`src/rtl/lar_pkg.sv`:
```
package lar_pkg;
  typedef enum logic {
    PLANE_AND = 1'b0,
    PLANE_OR  = 1'b1
  } plane_e;

  function automatic int imax(input int a, input int b);
    return (a > b) ? a : b;
  endfunction
endpackage

```
`src/rtl/lar_lit_gen.sv`:
```
module lar_lit_gen #(
  parameter int N_IN = 4
) (
  input  logic [N_IN-1:0]   sig_i,
  output logic [2*N_IN-1:0] lit_o
);
  for (genvar i = 0; i < N_IN; i++) begin : g_lit
    assign lit_o[2*i]   = sig_i[i];
    assign lit_o[2*i+1] = ~sig_i[i];
  end
endmodule

```
`src/rtl/lar_cfg_bank.sv`:
```
module lar_cfg_bank #(
  parameter int ROWS   = 6,
  parameter int WIDTH  = 8,
  parameter int ADDR_W = 3
) (
  input  logic                        clk,
  input  logic                        rst,
  input  logic                        wr_en,
  input  logic [ADDR_W-1:0]           wr_row,
  input  logic [WIDTH-1:0]            wr_bits,
  output logic [ROWS-1:0][WIDTH-1:0]  rows_o
);
  logic [ROWS-1:0][WIDTH-1:0] bank_q;

  always_ff @(posedge clk) begin
    if (rst) begin
      bank_q <= '0;
    end else if (wr_en && (int'(wr_row) < ROWS)) begin
      bank_q[wr_row] <= wr_bits;
    end
  end

  assign rows_o = bank_q;
endmodule

```
`src/rtl/lar_and_plane.sv`:
```
module lar_and_plane #(
  parameter int N_LIT = 8,
  parameter int N_PT  = 6
) (
  input  logic [N_LIT-1:0]            lit_i,
  input  logic [N_PT-1:0][N_LIT-1:0]  conn_i,
  output logic [N_PT-1:0]             term_o
);
  for (genvar p = 0; p < N_PT; p++) begin : g_term
    // a literal that is not connected reads as 1 for this gate
    assign term_o[p] = &(lit_i | ~conn_i[p]);
  end
endmodule

```
`src/rtl/lar_or_plane.sv`:
```
module lar_or_plane #(
  parameter int N_PT  = 6,
  parameter int N_OUT = 3
) (
  input  logic [N_PT-1:0]             term_i,
  input  logic [N_OUT-1:0][N_PT-1:0]  conn_i,
  output logic [N_OUT-1:0]            sum_o
);
  for (genvar o = 0; o < N_OUT; o++) begin : g_sum
    assign sum_o[o] = |(term_i & conn_i[o]);
  end
endmodule

```
`src/rtl/lar_top.sv`:
```
module lar_top
  import lar_pkg::*;
#(
  parameter int N_IN  = 4,
  parameter int N_PT  = 6,
  parameter int N_OUT = 3,
  localparam int AND_W    = 2 * N_IN,
  localparam int ROW_BITS = imax(AND_W, N_PT),
  localparam int ROWS_MAX = imax(N_PT, N_OUT),
  localparam int ROW_W    = (ROWS_MAX > 1) ? $clog2(ROWS_MAX) : 1
) (
  input  logic                clk,
  input  logic                rst,
  input  logic                cfg_we,
  input  logic                cfg_plane,
  input  logic [ROW_W-1:0]    cfg_row,
  input  logic [ROW_BITS-1:0] cfg_data,
  input  logic [N_IN-1:0]     data_in,
  output logic [N_OUT-1:0]    data_out
);
  logic [AND_W-1:0]             lits;
  logic [N_PT-1:0][AND_W-1:0]   and_mask;
  logic [N_OUT-1:0][N_PT-1:0]   or_mask;
  logic [N_PT-1:0]              pt_vec;
  logic                         we_and;
  logic                         we_or;

  assign we_and = cfg_we && (plane_e'(cfg_plane) == PLANE_AND);
  assign we_or  = cfg_we && (plane_e'(cfg_plane) == PLANE_OR);

  lar_cfg_bank #(.ROWS(N_PT), .WIDTH(AND_W), .ADDR_W(ROW_W)) u_and_bank (
    .clk(clk), .rst(rst), .wr_en(we_and), .wr_row(cfg_row),
    .wr_bits(cfg_data[AND_W-1:0]), .rows_o(and_mask)
  );

  lar_cfg_bank #(.ROWS(N_OUT), .WIDTH(N_PT), .ADDR_W(ROW_W)) u_or_bank (
    .clk(clk), .rst(rst), .wr_en(we_or), .wr_row(cfg_row),
    .wr_bits(cfg_data[N_PT-1:0]), .rows_o(or_mask)
  );

  lar_lit_gen #(.N_IN(N_IN)) u_lit (
    .sig_i(data_in), .lit_o(lits)
  );

  lar_and_plane #(.N_LIT(AND_W), .N_PT(N_PT)) u_and (
    .lit_i(lits), .conn_i(and_mask), .term_o(pt_vec)
  );

  lar_or_plane #(.N_PT(N_PT), .N_OUT(N_OUT)) u_or (
    .term_i(pt_vec), .conn_i(or_mask), .sum_o(data_out)
  );
endmodule

```
`config.mk`:
```
export PLATFORM = sky130hd
export DESIGN_NAME = lar_top
export DESIGN_NICKNAME = d
export VERILOG_FILES = /design/src/rtl/lar_pkg.sv /design/src/rtl/lar_lit_gen.sv /design/src/rtl/lar_cfg_bank.sv /design/src/rtl/lar_and_plane.sv /design/src/rtl/lar_or_plane.sv /design/src/rtl/lar_top.sv
export SDC_FILE = /design/constraint.sdc
export NUM_CORES = 1
export LEC_CHECK = 0
export CORE_MARGIN = 3
export CORE_UTILIZATION = 58
export DETAILED_ROUTE_END_ITERATION = 6
export MAX_ROUTING_LAYER = met4
export PLACE_DENSITY = 0.86
export SLEW_MARGIN = 20
export SYNTH_ARGS = -nofsm -noshare
export SYNTH_HDL_FRONTEND = slang
export SYNTH_HIERARCHICAL = 1
export SYNTH_SLANG_ARGS = --single-unit
```
`constraint.sdc`:
```
create_clock -name clk -period 1.7 [get_ports clk]
set_input_delay 0.34 -clock clk [delete_from_list [all_inputs] [get_ports clk]]
set_output_delay 0.34 -clock clk [all_outputs]
set_load 0.02 [all_outputs]
```
==> qor.yml <==
sta:
  finalMaxSlewViolations: 0
  final.setup.tns_ns: -0.709
  hold_violations: 0
  rsz0062_at_grt: "yes"
  period_share_pct: 116
  maxSlewHeadroom_pct: 75.8
  setup_viol: 3
  period_needed_ns: 1.98
  fin_skew_ns: 0
  tightest_slew_ns: 0.360
  fin_ws_ns: -0.276
  timing.fmax_mhz: 506
setup_path:
  cp.arrival_ns: 1.64
  crit_family: "simple AND/OR/NAND/NOR gates"
  cp_max_fo: 3
  crit_path_start_kind: "flip-flop"
  criticalPathCategory: "reg2out"
  cp.required_ns: 1.36
  endpoint_kind: "output pin"
  cp_slowest_cell: "nor4_4"
  worstPathCellList: "inv_2 -> o22ai_4 -> nor4_4 -> a22oi_1 -> nand3_1 -> buf_6"
  path_buf_inv: 2
  max_stage_delay_ns: 0.41
floorplan:
  core_area_mm2: 0.00524
  rows: 26
  die_h_um: 80.4
  pin_count: 22
  start_util_pct: 61.4
  die_w_um: 80.4
  die-area_mm2: 0.00647
clocking:
  clk_path_buf_depth: 2
  root_buffer: "clkbuf_8"
  clk_latency_ns: 0.35
  cts_sinks: 66
  ctsHoldBuffers: 0
  cts_buffers: 9
  h-tree-depth: 3
  cts.clk_slew.worst_paths_ns: 0.07
  cts_tree: "done"
min_path:
  hold_class: "reg2reg"
cells_and_area:
  num-fill-cells: 298
  drive_gt1_share_pct: 36.3
  seqCellArea_mm2: 0.00135
  diodes: 0
  syn_to_final_growth_pct: 30.5
  multi_input_area_mm2: 0.00183
  layout.nets: 405
yosys:
  synth_area_mm2: 0.00321
  synth-seq-cells: 66
  synth_area_leaders: "dfxtp_1 41%, mux2i_1 21%, nand2b_1 16%, inv_1 6.1%, o22ai_1 4.7%"
  ys_seq_area_share_pct: 41.1
  ys_dominant_reg_cell: "dfxtp_1"
  yosys_warnings: 6
  yosysMostFrequentCell: "nand2b_1"
  syn_nets: 360
  netlist_instances: 341
  netlist_top_cells_count: "80 x nand2b_1, 66 x dfxtp_1, 66 x mux2i_1"
  ys_types: 20
  synth.largest_area_cell: "dfxtp_1"
  synth_edf_count: 0
  synthArstFlopShare_pct: 0
  synth_top_area_share_pct: 41.1
  synth_area_per_cell_um2: 9.43
power:
  power.total_w: 0.00327
  powerDensity_mw_per_mm2: 779
  power_leakage_nw: 1.81
  ir_worst_vdd_mv: 0.579
routing:
  vias: 2611
  drtIter0Drc: 214
  wl_mm: 8.68
  antenna_left: 0
  drtPass1Iterations: 4
  drc_errors: 0
  viasPerCell: 5.66
  routedWlPerCell_um: 18.8
outcome:
  outcome: "complete, but fails checks"
  violations: "setup timing"
grt:
  track_usage_pct: 29.4
  grt_pass1_vias: 2802
  grt.overflow.total: 0
  antenna_found_initial: 0
  grt_max_degree: 32
  grt_pass1_wl_mm: 13.5
placement:
  pre_cts_slack_ns: -1.06
  gp_congestion: 0.955
  dpl.hpwl_mm: 5.41
  portBuffers: 21
job:
  cap_violations: 0
[per-layer routing]
layer	vias up	routed length, um	share of wire [%]	GRT usage, %
met4	0	281	3.2	14.4
met3	31	480	5.5	7.96
met5	-	0	0	-
li1	1230	-	-	-
met1	1269	3530	41	31.7
met2	81	4380	51	49.9
[flip-flops by register name, indices dropped and copies added (netlist names)]
| register | count |
|---|---|
| u_and_bank/rows_o | 48 |
| u_or_bank/rows_o | 18 |
[kinds of logic (layout without fill, tap and decap cells)]
group | after synthesis | in the layout | synth area share [%]
compound gates | 33 | 33 | 6.77
flops | 66 | 66 | 41.1
buf+inv | 73 | 123 | 9.61
simple gates | 103 | 103 | 22.0
mux | 66 | 66 | 20.6
[cell type report]
class | instances | share of cell area, %
repair buffers | 55 | 12.5
well taps | 70 | 2.09
multi-input cells | 202 | 43.7
clock inverters | 2 | 0.835
inverters | 52 | 4.89
clock buffers | 14 | 3.88
flip-flops and latches | 66 | 32.1
[final timing paths]
check                              from                    end  slack (ns)  depth (start not counted)
setup / recovery  u_and_bank/rows_o[25]            data_out[0]       -0.28                          6
hold / removal    u_and_bank/rows_o[17]  u_and_bank/rows_o[17]        0.48                          2
setup reg to reg   u_and_bank/rows_o[8]   u_and_bank/rows_o[8]        0.98                          3
hold reg to reg   u_and_bank/rows_o[17]  u_and_bank/rows_o[17]        0.48                          2
[through the flow]
stage                     utilization (%)  hold slack (ns)  instances  instance area [um2]
after floorplan                         -            0.449        341                 3210
after global placement               70.8            0.459        443                 3710
after detailed placement             70.8            0.463        443                 3710
after CTS                            78.3            0.465        459                 4100
after global routing                 80.1            0.496        461                 4190
final                                80.1            0.476        461                 4190
[repair_timing]
item	4_1_cts	5_1_grt
hold endpoints to repair	0	0
resized for setup	100	27
endpoints found under the setup margin	3	3
setup buffers	0	2
pin swaps	12	13
[worst register-to-register path: cells and delay by family, from the launching register on]
kind | cells | cell delay (ns)
flops | 1 | 0.33
buf+inv | 1 | 0.13
simple gates | 1 | 0.07
mux | 1 | 0.07
[layout by cell type (no fill, tap or decap), drive strengths merged]
cell | netlist | layout
nand2b | 80 | 80
and2b | 1 | 1
and2 | 1 | 1
mux2i | 66 | 66
a22oi | 9 | 9
buf | 10 | 42
and4bb | 2 | 2
dfxtp | 66 | 66
nand4b | 2 | 2
nor4 | 6 | 6
nand3 | 3 | 3
inv | 52 | 52
bufinv | 0 | 1
and4b | 1 | 1
clkinv | 0 | 1
or4b | 2 | 2
o22ai | 24 | 24
nand4bb | 5 | 5
clkdlybuf4s50 | 0 | 13
clkbuf | 11 | 14
[where the power goes]
group / switching (W) / total, W / internal [W]
sequential: 0.0000134 / 0.00158 / 0.00157
combinational: 0.000179 / 0.000356 / 0.000177
clock: 0.000573 / 0.00133 / 0.000757
Power figures use the tool's default switching activity.
